[src/rtl/vec_irq_pkg.sv]
package vec_irq_pkg;
  // phase lengths of the response, in clock cycles
  localparam int ACK_CYC  = 7;
  localparam int PUSH_CYC = 6;
  localparam int LOOK_CYC = 6;
  localparam int TOTAL    = ACK_CYC + PUSH_CYC + LOOK_CYC;
  localparam int CNT_W    = $clog2(TOTAL);

  // cycle indices within the sequence (cycle 0 follows the accepting edge)
  localparam int ACK_FIRST = 1;
  localparam int ACK_LAST  = ACK_CYC - 1;
  localparam int VEC_CAP   = ACK_LAST;
  localparam int WR_HI     = ACK_CYC + 1;
  localparam int WR_LO     = ACK_CYC + 4;
  localparam int RD_LO     = ACK_CYC + PUSH_CYC + 1;
  localparam int RD_HI     = RD_LO + 2;
  localparam int LAST      = TOTAL - 1;

  typedef logic [CNT_W-1:0] cnt_t;
endpackage

[src/rtl/irq_gate.sv]
module irq_gate #(
  parameter int PAGE_W = 8
) (
  input  logic              clk,
  input  logic              rst_n,
  input  logic              irq_req,
  input  logic              insn_end,
  input  logic              ien_wr,
  input  logic              ien_wdata,
  input  logic              page_wr,
  input  logic [PAGE_W-1:0] page_wdata,
  input  logic              busy,
  output logic              accept,
  output logic              ien,
  output logic [PAGE_W-1:0] page
);
  logic              pend_q, pend_n;
  logic              ien_q, ien_n;
  logic [PAGE_W-1:0] page_q, page_n;

  assign accept = pend_q & ien_q & insn_end & ~busy;

  always_comb begin
    pend_n = (pend_q & ~accept) | irq_req;
    if (accept)      ien_n = 1'b0;
    else if (ien_wr) ien_n = ien_wdata;
    else             ien_n = ien_q;
    page_n = page_wr ? page_wdata : page_q;
  end

  always_ff @(posedge clk or negedge rst_n) begin
    if (!rst_n) begin
      pend_q <= 1'b0;
      ien_q  <= 1'b0;
      page_q <= '0;
    end else begin
      pend_q <= pend_n;
      ien_q  <= ien_n;
      page_q <= page_n;
    end
  end

  assign ien  = ien_q;
  assign page = page_q;

  assert_accept_clears_enable_R2: assert property (@(posedge clk) disable iff (!rst_n)
    accept |=> (!ien_q && busy));
  assert_no_accept_busy_R2: assert property (@(posedge clk) disable iff (!rst_n)
    busy |-> !accept);
  assert_pending_held_R9: assert property (@(posedge clk) disable iff (!rst_n)
    (pend_q && !accept) |=> pend_q);
endmodule

[src/rtl/irq_phase_ctr.sv]
module irq_phase_ctr
  import vec_irq_pkg::*;
(
  input  logic clk,
  input  logic rst_n,
  input  logic accept,
  output logic busy,
  output cnt_t cnt
);
  logic busy_q, busy_n;
  cnt_t cnt_q, cnt_n;
  logic at_last;

  assign at_last = busy_q && (cnt_q == cnt_t'(LAST));

  always_comb begin
    busy_n = busy_q;
    cnt_n  = cnt_q;
    if (accept) begin
      busy_n = 1'b1;
      cnt_n  = '0;
    end else if (at_last) begin
      busy_n = 1'b0;
      cnt_n  = '0;
    end else if (busy_q) begin
      cnt_n  = cnt_q + cnt_t'(1);
    end
  end

  always_ff @(posedge clk or negedge rst_n) begin
    if (!rst_n) begin
      busy_q <= 1'b0;
      cnt_q  <= '0;
    end else begin
      busy_q <= busy_n;
      cnt_q  <= cnt_n;
    end
  end

  assign busy = busy_q;
  assign cnt  = cnt_q;

  assert_starts_at_zero_R3: assert property (@(posedge clk) disable iff (!rst_n)
    $rose(busy_q) |-> (cnt_q == '0));
  assert_steps_by_one_R3: assert property (@(posedge clk) disable iff (!rst_n)
    (busy_q && cnt_q != cnt_t'(LAST)) |=> (busy_q && cnt_q == $past(cnt_q) + cnt_t'(1)));
  assert_ends_after_last_R3: assert property (@(posedge clk) disable iff (!rst_n)
    (busy_q && cnt_q == cnt_t'(LAST)) |=> !busy_q);
endmodule

[src/rtl/irq_datapath.sv]
module irq_datapath
  import vec_irq_pkg::*;
#(
  parameter int ADDR_W = 16,
  parameter int DATA_W = 8,
  localparam int PAGE_W = ADDR_W - DATA_W
) (
  input  logic              clk,
  input  logic              rst_n,
  input  logic              accept,
  input  logic              busy,
  input  cnt_t              cnt,
  input  logic [PAGE_W-1:0] page,
  input  logic [DATA_W-1:0] vec_i,
  input  logic [ADDR_W-1:0] pc_i,
  input  logic [ADDR_W-1:0] sp_i,
  input  logic [DATA_W-1:0] mem_rdata,
  output logic              ack,
  output logic [ADDR_W-1:0] mem_addr,
  output logic              mem_we,
  output logic              mem_re,
  output logic [DATA_W-1:0] mem_wdata,
  output logic [ADDR_W-1:0] pc_o,
  output logic [ADDR_W-1:0] sp_o,
  output logic              done
);
  logic [ADDR_W-1:0] pc_q, sp_q, ptr_q;
  logic [DATA_W-1:0] lo_q, hi_q;
  logic [DATA_W-1:0] vec_even;
  logic cap_ctx, cap_vec, cap_lo, cap_hi;

  assign vec_even = vec_i & ~DATA_W'(1);
  assign cap_ctx  = accept;
  assign cap_vec  = busy && (cnt == cnt_t'(VEC_CAP));
  assign cap_lo   = busy && (cnt == cnt_t'(RD_LO + 1));
  assign cap_hi   = busy && (cnt == cnt_t'(RD_HI + 1));

  always_ff @(posedge clk or negedge rst_n) begin
    if (!rst_n) begin
      pc_q  <= '0;
      sp_q  <= '0;
      ptr_q <= '0;
      lo_q  <= '0;
      hi_q  <= '0;
    end else begin
      if (cap_ctx) begin
        pc_q <= pc_i;
        sp_q <= sp_i;
      end
      if (cap_vec) ptr_q <= {page, vec_even};
      if (cap_lo)  lo_q  <= mem_rdata;
      if (cap_hi)  hi_q  <= mem_rdata;
    end
  end

  assign ack = busy && (cnt >= cnt_t'(ACK_FIRST)) && (cnt <= cnt_t'(ACK_LAST));

  always_comb begin
    mem_addr  = '0;
    mem_we    = 1'b0;
    mem_re    = 1'b0;
    mem_wdata = '0;
    if (busy) begin
      case (cnt)
        cnt_t'(WR_HI): begin
          mem_we    = 1'b1;
          mem_addr  = sp_q - ADDR_W'(1);
          mem_wdata = pc_q[ADDR_W-1:DATA_W];
        end
        cnt_t'(WR_LO): begin
          mem_we    = 1'b1;
          mem_addr  = sp_q - ADDR_W'(2);
          mem_wdata = pc_q[DATA_W-1:0];
        end
        cnt_t'(RD_LO): begin
          mem_re   = 1'b1;
          mem_addr = ptr_q;
        end
        cnt_t'(RD_HI): begin
          mem_re   = 1'b1;
          mem_addr = ptr_q | ADDR_W'(1);
        end
        default: ;
      endcase
    end
  end

  assign done = busy && (cnt == cnt_t'(LAST));
  assign pc_o = {hi_q, lo_q};
  assign sp_o = sp_q - ADDR_W'(2);

  assert_single_bus_action_R5: assert property (@(posedge clk) disable iff (!rst_n)
    $onehot0({ack, mem_we, mem_re}));
  assert_table_even_R6: assert property (@(posedge clk) disable iff (!rst_n)
    (mem_re && cnt == cnt_t'(RD_LO)) |-> !mem_addr[0]);
  assert_read_pair_R6: assert property (@(posedge clk) disable iff (!rst_n)
    (mem_re && cnt == cnt_t'(RD_HI)) |-> (mem_addr[ADDR_W-1:1] == $past(mem_addr[ADDR_W-1:1], 2)));
  assert_done_then_idle_R7: assert property (@(posedge clk) disable iff (!rst_n)
    done |=> !busy);
endmodule

[src/rtl/vec_irq_seq.sv]
module vec_irq_seq
  import vec_irq_pkg::*;
#(
  parameter int ADDR_W = 16,
  parameter int DATA_W = 8,
  localparam int PAGE_W = ADDR_W - DATA_W
) (
  input  logic              clk,
  input  logic              rst_n,
  input  logic              irq_req,
  input  logic              insn_end,
  input  logic              ien_wr,
  input  logic              ien_wdata,
  input  logic              page_wr,
  input  logic [PAGE_W-1:0] page_wdata,
  output logic              irq_ack,
  input  logic [DATA_W-1:0] irq_vec,
  output logic [ADDR_W-1:0] mem_addr,
  output logic              mem_we,
  output logic              mem_re,
  output logic [DATA_W-1:0] mem_wdata,
  input  logic [DATA_W-1:0] mem_rdata,
  input  logic [ADDR_W-1:0] pc_in,
  input  logic [ADDR_W-1:0] sp_in,
  output logic [ADDR_W-1:0] pc_out,
  output logic              pc_load,
  output logic [ADDR_W-1:0] sp_out,
  output logic              sp_load,
  output logic              busy,
  output logic              done,
  output logic              ien
);
  logic              accept;
  logic [PAGE_W-1:0] page;
  cnt_t              cnt;
  logic              done_w;

  irq_gate #(.PAGE_W(PAGE_W)) u_gate (
    .clk(clk), .rst_n(rst_n), .irq_req(irq_req), .insn_end(insn_end),
    .ien_wr(ien_wr), .ien_wdata(ien_wdata), .page_wr(page_wr),
    .page_wdata(page_wdata), .busy(busy), .accept(accept), .ien(ien),
    .page(page)
  );

  irq_phase_ctr u_ctr (
    .clk(clk), .rst_n(rst_n), .accept(accept), .busy(busy), .cnt(cnt)
  );

  irq_datapath #(.ADDR_W(ADDR_W), .DATA_W(DATA_W)) u_dp (
    .clk(clk), .rst_n(rst_n), .accept(accept), .busy(busy), .cnt(cnt),
    .page(page), .vec_i(irq_vec), .pc_i(pc_in), .sp_i(sp_in),
    .mem_rdata(mem_rdata), .ack(irq_ack), .mem_addr(mem_addr),
    .mem_we(mem_we), .mem_re(mem_re), .mem_wdata(mem_wdata),
    .pc_o(pc_out), .sp_o(sp_out), .done(done_w)
  );

  assign done    = done_w;
  assign pc_load = done_w;
  assign sp_load = done_w;

  assert_load_with_busy_R7: assert property (@(posedge clk) disable iff (!rst_n)
    pc_load |-> (busy && sp_load && !ien));
  assert_no_strobes_idle_R1: assert property (@(posedge clk) disable iff (!rst_n)
    !busy |-> (!irq_ack && !mem_we && !mem_re && !done));
endmodule

[config.mk]
export PLATFORM = sky130hd
export DESIGN_NAME = vec_irq_seq
export DESIGN_NICKNAME = d
export VERILOG_FILES = /design/src/rtl/vec_irq_pkg.sv /design/src/rtl/irq_gate.sv /design/src/rtl/irq_phase_ctr.sv /design/src/rtl/irq_datapath.sv /design/src/rtl/vec_irq_seq.sv
export SDC_FILE = /design/constraint.sdc
export NUM_CORES = 1
export LEC_CHECK = 0
export CORE_MARGIN = 4
export CORE_UTILIZATION = 46
export CTS_CLUSTER_SIZE = 16
export DETAILED_ROUTE_END_ITERATION = 7
export DONT_BUFFER_PORTS = 1
export GPL_TIMING_DRIVEN = 0
export PLACE_DENSITY_LB_ADDON = 0.15
export SLEW_MARGIN = 10
export SYNTH_ARGS = -nofsm -noshare
export SYNTH_HDL_FRONTEND = slang
export SYNTH_SLANG_ARGS = --single-unit
[constraint.sdc]
create_clock -name clk -period 4.1 [get_ports clk]
set_input_delay 0.615 -clock clk [delete_from_list [all_inputs] [get_ports clk]]
set_output_delay 0.615 -clock clk [all_outputs]
set_load 0.05 [all_outputs]
# ---- After elaboration in Yosys (flattened, before gate mapping)
# Cells that the tools add are included.
dict set report op_classes {
  addsub 3
  magnitude_cmp 2
  eq_ne 8
  n_mux 15
  bitwise 7
  n_reduce_logical 11
}
# cell count
set ops {}
lappend ops {{one-hot mux 16 bit (4 select lines)} 1}
lappend ops {{equality test 5 x 4 -> 1 bit (second input constant)} 4}
lappend ops {{2-to-1 mux 16 bit} 1}
lappend ops {{one-hot mux 8 bit (2 select lines)} 1}
lappend ops {{subtractor 16 x 1 -> 16 bit (second input constant)} 1}
lappend ops {{subtractor 16 x 2 -> 16 bit (second input constant)} 1}
lappend ops {{equality test 5 bit (second input constant)} 3}
lappend ops {{2-to-1 mux 5 bit} 3}
lappend ops {{2-to-1 mux 1 bit} 8}
lappend ops {{2-to-1 mux 8 bit} 1}
lappend ops {{logical AND 1 bit} 6}
lappend ops {{adder 5 x 1 -> 5 bit (second input constant)} 1}
lappend ops {{equality test 5 x 3 -> 1 bit (second input constant)} 1}
lappend ops {{greater-or-equal comparator 5 x 1 -> 1 bit (second input constant)} 1}
lappend ops {{less-or-equal comparator 5 x 3 -> 1 bit (second input constant)} 1}
lappend ops {{bitwise AND 1 bit} 4}
lappend ops {{nonzero test 2 bit} 2}
lappend ops {{OR reduction 2 bit} 2}
lappend ops {{nonzero test 3 bit} 1}
lappend ops {{NOT 1 bit} 2}
lappend ops {{OR 1 bit} 1}
dict set report totals {
  ff_bits 79
  out_inout_bits 64
  elab_cells 56
}

# ---- Logic depth before layout (Yosys ltp)
# Gate-level depths: netlist (run 1).
dict set report depth {
  ltp_word 6
  mapped_depth 9
  ltp_nobuf 7
}

# ---- Hierarchy
# A second synthesis (run 1) with hierarchy kept.
dict set report unflattened {
  hier_cells 384
  hier_area_um2 4377.9
}
# module n_inst cells_per_inst area_per_inst_um2
set modules_own_cells {}
lappend modules_own_cells {irq_datapath 1 327 3617.2}
lappend modules_own_cells {irq_gate 1 24 420.4}
lappend modules_own_cells {irq_phase_ctr 1 31 325.3}
lappend modules_own_cells {vec_irq_seq 1 2 15.0}

# ---- Worst setup path after synthesis (run 1)
# No wires, ideal clock.
dict set report synth_timing {
  path_kind {register to output}
  start {reg u_dp.sp_q[1]}
  end {out mem_addr[13]}
  arrival_ns 3.143
  path_slack_ns 0.342
  stages_incl_launch_ff 8
  path_cell_list {dfrtp_1 inv_1 ha_1 buf_2 nand4_1 xnor2_1 a222oi_1 nor2_1}
}
dict set report synth_between {
  elab_chain_len 3
  word_cells_on_any_way 4
}
# element line_no
set synth_lines {}
lappend synth_lines {{start: declaration} irq_datapath.sv:27} ;# logic [ADDR_W-1:0] pc_q, sp_q, ptr_q;
lappend synth_lines {{start signal: assignment} irq_datapath.sv:48} ;# sp_q <= sp_i;
lappend synth_lines {{subtractor 16 x 2 -> 16 bit} -}
lappend synth_lines {{net sp_out[13]} vec_irq_seq.sv:27} ;# output logic [ADDR_W-1:0] sp_out,
lappend synth_lines {{one-hot mux 16 bit (4 select lines)} irq_datapath.sv:64} ;# case (cnt)
lappend synth_lines {{2-to-1 mux 16 bit} irq_datapath.sv:63} ;# if (busy) begin
lappend synth_lines {{end: declaration} vec_irq_seq.sv:18} ;# output logic [ADDR_W-1:0] mem_addr,
# The timed path passes the listed nets, and every way through them passes these cells.

# ---- Worst setup path after layout (run 1)
dict set report layout_timing {
  start {reg u_dp.sp_q[1]}
  end {out mem_addr[9]}
}
# The elaborated chain is that of the path after synthesis.

==> impl_metrics.py, run 1 <==
metrics = {
    "sta": {
        "skew_ns": 0.00912,
        "fmax_mhz": 258,
        "tightest_slew_ns": 1.22,
        "finalSetupViolCount": 0,
        "finalCriticalPeriod_ns": 3.88,
        "fin_crit_sh": 0.947,
        "slew_headroom": 0.180,
        "rsz0062_at_grt": "false",
        "maxSlewViolCount": 0,
        "hold_viol": 0,
    },
    "route": {
        "firstDrtPassIters": 5,
        "drtIter0Drc": 138,
        "avgRoutedWirePerCell_um": 21.4,
        "drc": 0,
        "drt_wl_total_um": 10500,
        "viasPerCell": 5.85,
        "via_count": 2877,
        "antenna_left": 0,
    },
    "global_route": {
        "grt_max_degree": 80,
        "grt_use_total": 0.199,
        "antenna_found_initial": 2,
        "grt_pass1_vias": 2942,
        "grt_overflow": 0,
        "grt_pass1_wl_um": 16900,
    },
    "cts": {
        "cts-htree-levels": 3,
        "cts.path.max_buffers": 2,
        "clock_sinks": 79,
        "cts_buffers": 9,
        "cts_root_buf": "clkbuf_8",
        "clk_pin_slew_ns": 0.09,
        "cts_tree": "yes",
        "insertion_delay_ns": 0.36,
    },
    "yosys": {
        "netlist_area_mm2": 0.00423,
        "synth_nets": 438,
        "synth.avg_cell_area_um2": 11.5,
        "yosysWarnings": 0,
        "synth_seq_cells": 79,
        "synth-simple-area-share": 0.128,
        "synth_compound_area_frac": 0.0823,
        "yosysUniqueCellTypes": 47,
        "synthMuxAreaShare": 0.186,
        "netlist_instances": 367,
        "ys_seq_area_frac": 0.468,
        "synth-xor-area-share": 0.0669,
        "synth_top_family_by_area": "multiplexers",
        "synth_fa_ha_area_frac": 0.0237,
    },
    "die": {
        "die_width_um": 104,
        "die-height_um": 104,
        "die_area_mm2": 0.0108,
        "initial_utilization": 0.478,
        "row_count": 34,
        "num_io_pins": 127,
        "coreArea_mm2": 0.00885,
    },
    "placed_design": {
        "io_buffers": 0,
        "dp_hpwl_um": 7650,
        "gp_congestion": 0.841,
        "dp.cells": 475,
    },
    "critical_path": {
        "end_kind": "output pin",
        "cp_data_required_time_ns": 3.48,
        "cp_max_fo": 9,
        "critical_path.startpoint_type": "flip-flop",
        "criticalPathCategory": "reg -> out",
        "worst_ep_arrival_time_ns": 3.27,
    },
    "power": {
        "p_seq_frac": 0.389,
        "power.density_mw_per_mm2": 930,
        "swShare": 0.514,
        "p_switching_mw": 2.24,
        "power_leakage_nw": 1.93,
        "comb_power_share": 0.467,
        "power.share.clock": 0.144,
        "peakVddDrop_mv": 0.482,
        "internal_power_mw": 2.12,
    },
    "layout": {
        "fin_util": 0.529,
        "antennaDiodeCount": 0,
        "final_cell_mix": "dfrtp_1, mux2_2, nand2_1, buf_2, a22oi_1",
        "final_cell_count_no_fill": 492,
        "syn2layout_area_growth_pct": 10.9,
        "mostFrequentLayoutCell": "dfrtp_1",
        "nNetsFinal": 450,
        "drive_above_1_share": 0.359,
    },
    "run_status": {
        "status": "finished clean",
    },
    "worst_hold_path": {
        "min_path_type": "in -> async",
    },
    "flow_run": {
        "max_cap_violations": 0,
    },
}
==> registers in the layout, indices dropped and copies added, names as in the netlist <==
register,flops
u_dp.ptr_q,15
u_gate.page,8
u_dp.pc_q,16
u_ctr.cnt,5
u_dp.hi_q,8
u_ctr.busy,1
u_dp.lo_q,8
u_dp.sp_q,16
u_gate.pend_q,1
u_gate.ien,1
==> path summary, 6_finish.rpt <==
| check | depth (start not counted) | end | slack, ns | from |
|---|---|---|---|---|
| setup / recovery | 7 | mem_addr[9] | 0.22 | u_dp.sp_q[1]$_DFFE_PN0P_ |
| hold / removal | 1 | u_dp.ptr_q[5]$_DFFE_PN0P_ | 0.15 | rst_n |
| setup reg to reg | 5 | u_dp.ptr_q[14]$_DFFE_PN0P_ | 1.78 | u_ctr.busy$_DFFE_PN0P_ |
| hold reg to reg | 1 | u_gate.page[7]$_DFFE_PN0P_ | 0.51 | u_gate.page[7]$_DFFE_PN0P_ |
| max in group asynchronous | 1 | u_dp.ptr_q[11]$_DFFE_PN0P_ | 3.63 | rst_n |
| min in group clk | 1 | u_gate.pend_q$_DFF_PN0_ | 0.37 | irq_req |
==> cell families (layout without fill, tap and decap cells) <==
family,count (synthesis),in the layout
and+or+nand+nor,97,97
DFF,79,79
muxes,70,70
AOI/OAI and AO/OA,46,46
buffers and inverters,39,56
xor gates and xnor gates,28,28
adders and majority gates,8,8
==> stage by stage <==
stage,power [mW],TNS [ns],hold slack (ns),instance area (µm²),setup slack [ns]
detailed placement,3.68,-0.0228,0.323,4370,-0.0189
finish,4.35,0,0.155,4680,0.219
CTS,4.38,0,0.155,4680,0.0461
global route,4.60,0,0.163,4680,0.0791
global placement,3.61,-0.0279,0.322,4360,-0.0146
floorplan,3.30,0,0.319,4230,0.342
==> power by group through the flow <==
stage	logic [mW]	clock network, mW	registers, mW
2_1_floorplan	1.68	0	1.62
3_3_place_gp	1.91	0	1.70
3_5_place_dp	1.97	0	1.71
4_1_cts	2.04	0.651	1.70
5_1_grt	2.18	0.682	1.74
6_report	2.03	0.627	1.69
==> final cells by class <==
cell class	instances	area (µm²)
plain buffers	29	155
clock buffers	10	138
clock inverters	6	76.3
fillers	803	4160
inverters	10	41.3
multi-input cells	249	2130
flip-flops and latches	79	1980
well taps	108	135
repair buffers	1	27.5
==> Yosys cell counts, drive strengths merged <==
master | count | share of area
inv | 10 | 0.0089
a222oi | 8 | 0.019
nand2 | 26 | 0.023
nor2b | 8 | 0.012
nand3 | 10 | 0.012
a22o | 1 | 0.0021
and3 | 1 | 0.0015
a32oi | 1 | 0.0021
dfrtp | 79 | 0.47
nand2b | 4 | 0.0059
nand3b | 1 | 0.0018
nor2 | 19 | 0.017
nand4 | 6 | 0.010
o21ai | 7 | 0.0092
nor3 | 8 | 0.012
buf | 20 | 0.028
o31ai | 1 | 0.0050
mux2i | 2 | 0.0047
nor4 | 7 | 0.020
or3 | 1 | 0.0015
mux2 | 68 | 0.18
xnor2 | 22 | 0.053
clkbuf | 9 | 0.0083
a21oi | 7 | 0.0083
and2 | 4 | 0.0059
and4bb | 1 | 0.0030
o21a | 1 | 0.0018
o22ai | 1 | 0.0015
a22oi | 15 | 0.027
ha | 8 | 0.024
a31oi | 2 | 0.0030
nor3b | 1 | 0.0018
a21boi | 1 | 0.0018
a2111oi | 1 | 0.0021
xor2 | 6 | 0.014
==> per-layer routing <==
metal	track usage	wire length, µm	vias up
met4	0.0617	146	4
met3	0.0771	848	14
met1	0.253	4480	1437
met5	0	21	-
li1	-	-	1326
met2	0.314	5030	96
==> worst max-delay path, cell delays in order, from the launching register on <==
cell        delay (ns)
dfrtp_1           0.46
clkinvlp_4        0.40
ha_1              0.35
buf_2             0.18
and4bb_1          0.25
xor2_2            0.54
a222oi_1          0.25
nor2_2            0.48
==> timing repair <==
item | 4_1_cts | 5_1_grt
hold buffers | 1 | 0
setup endpoints to repair | 8 | 7
hold endpoints to repair | 79 | 0
setup buffers | 0 | 0
gates resized for setup | 13 | 2
No activity file was read; power rests on OpenSTA's default activity.
==> inputs of run 2 (changes only) <==
- SYNTH_HIERARCHICAL: unset -> 1
==> impl_metrics.py, run 2 <==
metrics = {
    "yosys": {
        "synthFlopType": "dfrtp_1",
        "synth_most_common_cell": "dfrtp_1",
        "synth_edf_count": 0,
        "ys_async_sr_fraction": 1.00,
        "netlist_instances": 384,
        "yosysUniqueCellTypes": 59,
        "synth.avg_cell_area_um2": 11.4,
        "yosysWarnings": 6,
        "synth_seq_cells": 79,
        "synthDominantCellAreaShare": 0.452,
        "ys_seq_area_frac": 0.452,
        "synthTopCellsByArea": "dfrtp_1, mux2_2, xnor2_1",
        "netlist_area_mm2": 0.00438,
        "synthTopCellsByCount": "dfrtp_1, mux2_2, nand2_1",
        "synth_nets": 452,
        "yosys.area.top_type": "dfrtp_1",
    },
    "global_route": {
        "grt_pass1_wl_um": 17600,
        "grt_pass1_vias": 3194,
        "grt_max_degree": 80,
        "antenna_found_initial": 1,
        "grt_overflow": 0,
        "grt_use_total": 0.202,
    },
    "sta": {
        "tns_ns": 0,
        "skew_ns": 0.0126,
        "setup_slack_ns": 0.199,
        "finalSetupViolCount": 0,
        "tightest_slew_ns": 1.25,
        "maxSlewViolCount": 0,
        "fin_crit_sh": 0.951,
        "slew_headroom": 0.163,
        "fmax_mhz": 256,
        "hold_viol": 0,
        "rsz0062_at_grt": "false",
        "finalCriticalPeriod_ns": 3.90,
    },
    "critical_path": {
        "criticalPathCategory": "reg -> out",
        "cp_slowest_cell": "xnor2_4",
        "path_depth": 8,
        "r2r_start": "u_ctr/busy$_DFFE_PN0P_",
        "cp_max_fo": 10,
        "end_kind": "output pin",
        "r2r_end": "u_dp/sp_q[7]$_DFFE_PN0P_",
        "critical_path.startpoint_type": "flip-flop",
        "cp_slowest_stage_delay_ns": 0.48,
        "path_cells": "clkinvlp_4, ha_2, nor3b_4, buf_2, nand4_1, xnor2_4, nand2_1, a21oi_4",
        "worst_ep_arrival_time_ns": 3.29,
        "r2r_slack_ns": 1.31,
        "crit_end": "mem_addr[15]",
        "critical_path.top_delay_family": "simple AND/OR/NAND/NOR gates",
        "r2r_cells": 4,
        "crit_path_start": "u_dp/sp_q[1]$_DFFE_PN0P_",
        "critical_path_buf_inv_count": 2,
        "cp_data_required_time_ns": 3.48,
    },
    "layout": {
        "nNetsFinal": 466,
        "final_cell_count_no_fill": 532,
        "syn2layout_area_growth_pct": 13.6,
        "top_regs": "u_dp/pc_q: 16 flops, u_dp/sp_q: 16 flops, u_dp/ptr_q: 15 flops",
        "fin_util": 0.538,
        "antennaDiodeCount": 0,
        "final_cell_mix": "dfrtp_1, mux2_2, nand2_1, a22oi_1",
        "mostFrequentLayoutCell": "dfrtp_1",
        "drive_above_1_share": 0.355,
    },
    "cts": {
        "cts-htree-levels": 3,
        "post_cts_buffers": 0,
        "cts_root_buf": "clkbuf_8",
        "clock_sinks": 79,
        "insertion_delay_ns": 0.35,
        "clk_pin_slew_ns": 0.09,
        "cts.path.max_buffers": 2,
        "cts_buffers": 9,
        "cts_tree": "yes",
    },
    "die": {
        "coreArea_mm2": 0.00924,
        "die_area_mm2": 0.0111,
        "die_width_um": 106,
        "initial_utilization": 0.474,
        "num_io_pins": 127,
        "die-height_um": 106,
        "row_count": 35,
    },
    "placed_design": {
        "dp_hpwl_um": 7970,
        "dp_slack_ns": -0.554,
        "gp_congestion": 0.881,
        "io_buffers": 0,
        "dp.cells": 515,
    },
    "power": {
        "peakVddDrop_mv": 0.345,
        "power_leakage_nw": 1.98,
        "power.density_mw_per_mm2": 788,
        "finalPower_mw": 3.92,
    },
    "route": {
        "drc": 0,
        "firstDrtPassIters": 4,
        "avgRoutedWirePerCell_um": 20.3,
        "via_count": 3067,
        "drtIter0Drc": 122,
        "drt_wl_total_um": 10800,
        "viasPerCell": 5.77,
        "antenna_left": 0,
    },
    "run_status": {
        "status": "finished clean",
    },
    "flow_run": {
        "max_cap_violations": 0,
    },
    "worst_hold_path": {
        "min_path_type": "in -> async",
    },
}
## run 2: how the worst min path moves through the flow
stage | startpoint | to | slack, ns | cells after the start
floorplan | rst_n | u_ctr/busy$_DFFE_PN0P_ | 0.32 | 0
global placement | rst_n | u_ctr/cnt[1]$_DFFE_PN0P_ | 0.32 | 0
detailed placement | rst_n | u_ctr/cnt[1]$_DFFE_PN0P_ | 0.32 | 0
CTS | rst_n | u_ctr/cnt[1]$_DFFE_PN0P_ | 0.15 | 1
global route | rst_n | u_ctr/cnt[1]$_DFFE_PN0P_ | 0.16 | 1
finish | rst_n | u_ctr/cnt[1]$_DFFE_PN0P_ | 0.12 | 1
## run 2: area by class of cell
cell class / count / area [µm²]
plain buffers: 31 / 168
clock buffers: 10 / 138
clock inverters: 6 / 91.3
fillers: 829 / 4270
inverters: 7 / 30.0
multi-input cells: 267 / 2370
flip-flops and latches: 79 / 1980
well taps: 129 / 161
repair buffers: 3 / 38.8
## run 2: repair_timing
item	in CTS	in global routing
endpoints found under the hold margin	79	0
endpoints found under the setup margin	6	3
hold buffers	1	0
gates resized for setup	15	5
pin swaps	0	2
## run 2: power breakdown
part	internal [mW]	leakage, nW	switching, mW
Sequential	1.07	0.980	0.417
Combinational	0.615	0.884	1.15
Clock	0.364	0.117	0.297
## run 2: logic make-up (layout without fill, tap and decap cells)
kind of cell | count (synthesis) | in the layout | synth area share
xor+xnor | 23 | 23 | 0.0460
compound gates | 57 | 57 | 0.104
fa+ha+maj | 5 | 5 | 0.0143
simple gates | 114 | 114 | 0.159
buf+inv | 38 | 57 | 0.0443
flops | 79 | 79 | 0.452
mux | 68 | 68 | 0.181
## run 2: metal layers
metal  track usage  up-vias  share of wire  wire length [µm]
met5             0        -        0.00074                 8
met4        0.0564        2          0.011               116
met3        0.0747       13          0.086               932
met2         0.313      105           0.46              4990
met1         0.265     1537           0.44              4740
li1              -     1410              -                 -
## run 2: per-stage QoR
step                      instance area [µm²]  hold WS (ns)
after floorplan                          4380         0.319
final                                    4970         0.121
after global placement                   4540         0.323
after detailed placement                 4570         0.323
after CTS                                4940         0.155
after global routing                     4970         0.165
==> inputs of run 3 (changes only) <==
- RECOVER_POWER: unset -> 25
- TNS_END_PERCENT: unset -> 100
==> impl_metrics.py, run 3 (synthesis results as in run 2) <==
metrics = {
    "run_status": {
        "status": "finished, violations left",
        "violations": "capacitance limit, slew limit",
    },
    "layout": {
        "syn2layout_area_growth_pct": 13.1,
        "final-seq-area_mm2": 0.00198,
        "design_area_mm2": 0.00495,
        "top_regs": "u_dp/pc_q: 16 flops, u_dp/sp_q: 16 flops, u_dp/ptr_q: 15 flops",
        "final_cell_mix": "dfrtp_1, mux2_2, nand2_1, a22oi_1",
        "fill_cells": 832,
        "antennaDiodeCount": 0,
        "nNetsFinal": 466,
        "final_cell_count_no_fill": 532,
        "drive_above_1_share": 0.355,
        "multi_input_area_mm2": 0.00237,
        "mostFrequentLayoutCell": "dfrtp_1",
    },
    "die": {
        "coreArea_mm2": 0.00924,
        "row_count": 35,
        "die_area_mm2": 0.0111,
        "initial_utilization": 0.474,
        "die-height_um": 106,
        "num_io_pins": 127,
        "die_width_um": 106,
    },
    "sta": {
        "maxSlewViolCount": 80,
        "finalCriticalPeriod_ns": 3.91,
        "fmax_mhz": 256,
        "tightest_slew_ns": 1.92,
        "finalSetupViolCount": 0,
        "skew_ns": 0.0127,
        "slew_headroom": -0.283,
        "rsz0062_at_grt": "false",
        "fin_crit_sh": 0.954,
        "setup_slack_ns": 0.188,
        "hold_viol": 0,
    },
    "flow_run": {
        "max_cap_violations": 1,
    },
    "cts": {
        "clk_pin_slew_ns": 0.09,
        "cts-htree-levels": 3,
        "clock_sinks": 79,
        "post_cts_buffers": 0,
        "cts_root_buf": "clkbuf_8",
        "insertion_delay_ns": 0.35,
        "cts_buffers": 9,
        "cts_tree": "yes",
        "cts.path.max_buffers": 2,
    },
    "placed_design": {
        "dp_hpwl_um": 7970,
        "io_buffers": 0,
        "dp_slack_ns": -0.554,
        "dpl_cell_area_mm2": 0.00457,
        "dp.cells": 515,
        "gp_congestion": 0.881,
    },
    "critical_path": {
        "end_kind": "output pin",
        "critical_path.startpoint_type": "flip-flop",
        "worst_ep_arrival_time_ns": 3.30,
        "criticalPathCategory": "reg -> out",
        "cp_max_fo": 10,
        "cp_data_required_time_ns": 3.48,
    },
    "route": {
        "drtIter0Drc": 122,
        "via_count": 3062,
        "drt_wl_total_um": 10800,
        "firstDrtPassIters": 4,
        "drc": 0,
        "antenna_left": 0,
        "viasPerCell": 5.76,
        "avgRoutedWirePerCell_um": 20.3,
    },
    "global_route": {
        "grt_pass1_vias": 3194,
        "grt_overflow": 0,
        "grt_use_total": 0.202,
        "antenna_found_initial": 1,
        "grt_max_degree": 80,
        "grt_pass1_wl_um": 17600,
    },
    "power": {
        "power_leakage_nw": 1.97,
        "peakVddDrop_mv": 0.345,
        "power.density_mw_per_mm2": 791,
        "finalPower_mw": 3.92,
    },
    "worst_hold_path": {
        "min_path_type": "in -> reg",
    },
}
run 3: cell count changes in the layout (fill, tap and decap cells not counted), sizes merged:
cell    delta
buf        -1
clkbuf     +1
run 3: layer usage:
| metal | share of wire | GRT usage | vias to the layer above |
|---|---|---|---|
| met5 | 0.00074 | 0 | - |
| met4 | 0.011 | 0.0564 | 2 |
| met3 | 0.087 | 0.0747 | 13 |
| met2 | 0.46 | 0.313 | 109 |
| met1 | 0.44 | 0.265 | 1529 |
| li1 | - | - | 1409 |
run 3: area by class of cell:
cell class / count / share of cell area
clock buffers: 10 / 0.0278
clock inverters: 6 / 0.0185
plain buffers: 31 / 0.0339
multi-input cells: 267 / 0.479
flip-flops and latches: 79 / 0.399
inverters: 7 / 0.00607
well taps: 129 / 0.0326
repair buffers: 3 / 0.00329
run 3: repair_timing:
item	in CTS	in global routing
endpoints found under the hold margin	79	0
setup endpoints to repair	6	3
pin swaps	0	2
gates resized for setup	15	5
hold buffers	1	0
run 3: critical path, cell delays in order (launching register included):
cell and delay (ns):
dfrtp_1 0.47, clkinvlp_4 0.31, ha_2 0.30, nor3b_4 0.30, buf_2 0.27, nand4_1 0.22
xnor2_4 0.48, nand2_1 0.18, a21oi_4 0.41
run 3: final timing paths:
check | slack [ns] | end | startpoint | cells past startpoint
worst max-delay path | 0.19 | mem_addr[15] | u_dp/sp_q[1]$_DFFE_PN0P_ | 8
worst min-delay path | 0.35 | u_gate/pend_q$_DFF_PN0_ | irq_req | 1
min in group asynchronous | 0.76 | u_ctr/cnt[1]$_DFFE_PN0P_ | rst_n | 1
max in group asynchronous | 2.17 | u_dp/sp_q[3]$_DFFE_PN0P_ | rst_n | 1
worst min register to register | 0.48 | u_gate/pend_q$_DFF_PN0_ | u_gate/pend_q$_DFF_PN0_ | 1
worst max register to register | 1.31 | u_dp/sp_q[7]$_DFFE_PN0P_ | u_ctr/busy$_DFFE_PN0P_ | 4
run 3: metrics by stage:
| stage | utilization | hold WS (ns) | TNS [ns] |
|---|---|---|---|
| CTS | 0.535 | 0.155 | 0 |
| finish | 0.536 | 0.349 | 0 |
| floorplan | - | 0.319 | 0 |
| detailed placement | 0.494 | 0.323 | -1.52 |
| global route | 0.536 | 0.339 | 0 |
| global placement | 0.491 | 0.323 | -1.32 |
run 3: power breakdown:
| group | internal (mW) | leakage [nW] | switching [mW] |
|---|---|---|---|
| combinational | 0.612 | 0.875 | 1.15 |
| sequential | 1.07 | 0.980 | 0.417 |
| clock | 0.364 | 0.117 | 0.297 |
| total | 2.05 | 1.97 | 1.87 |
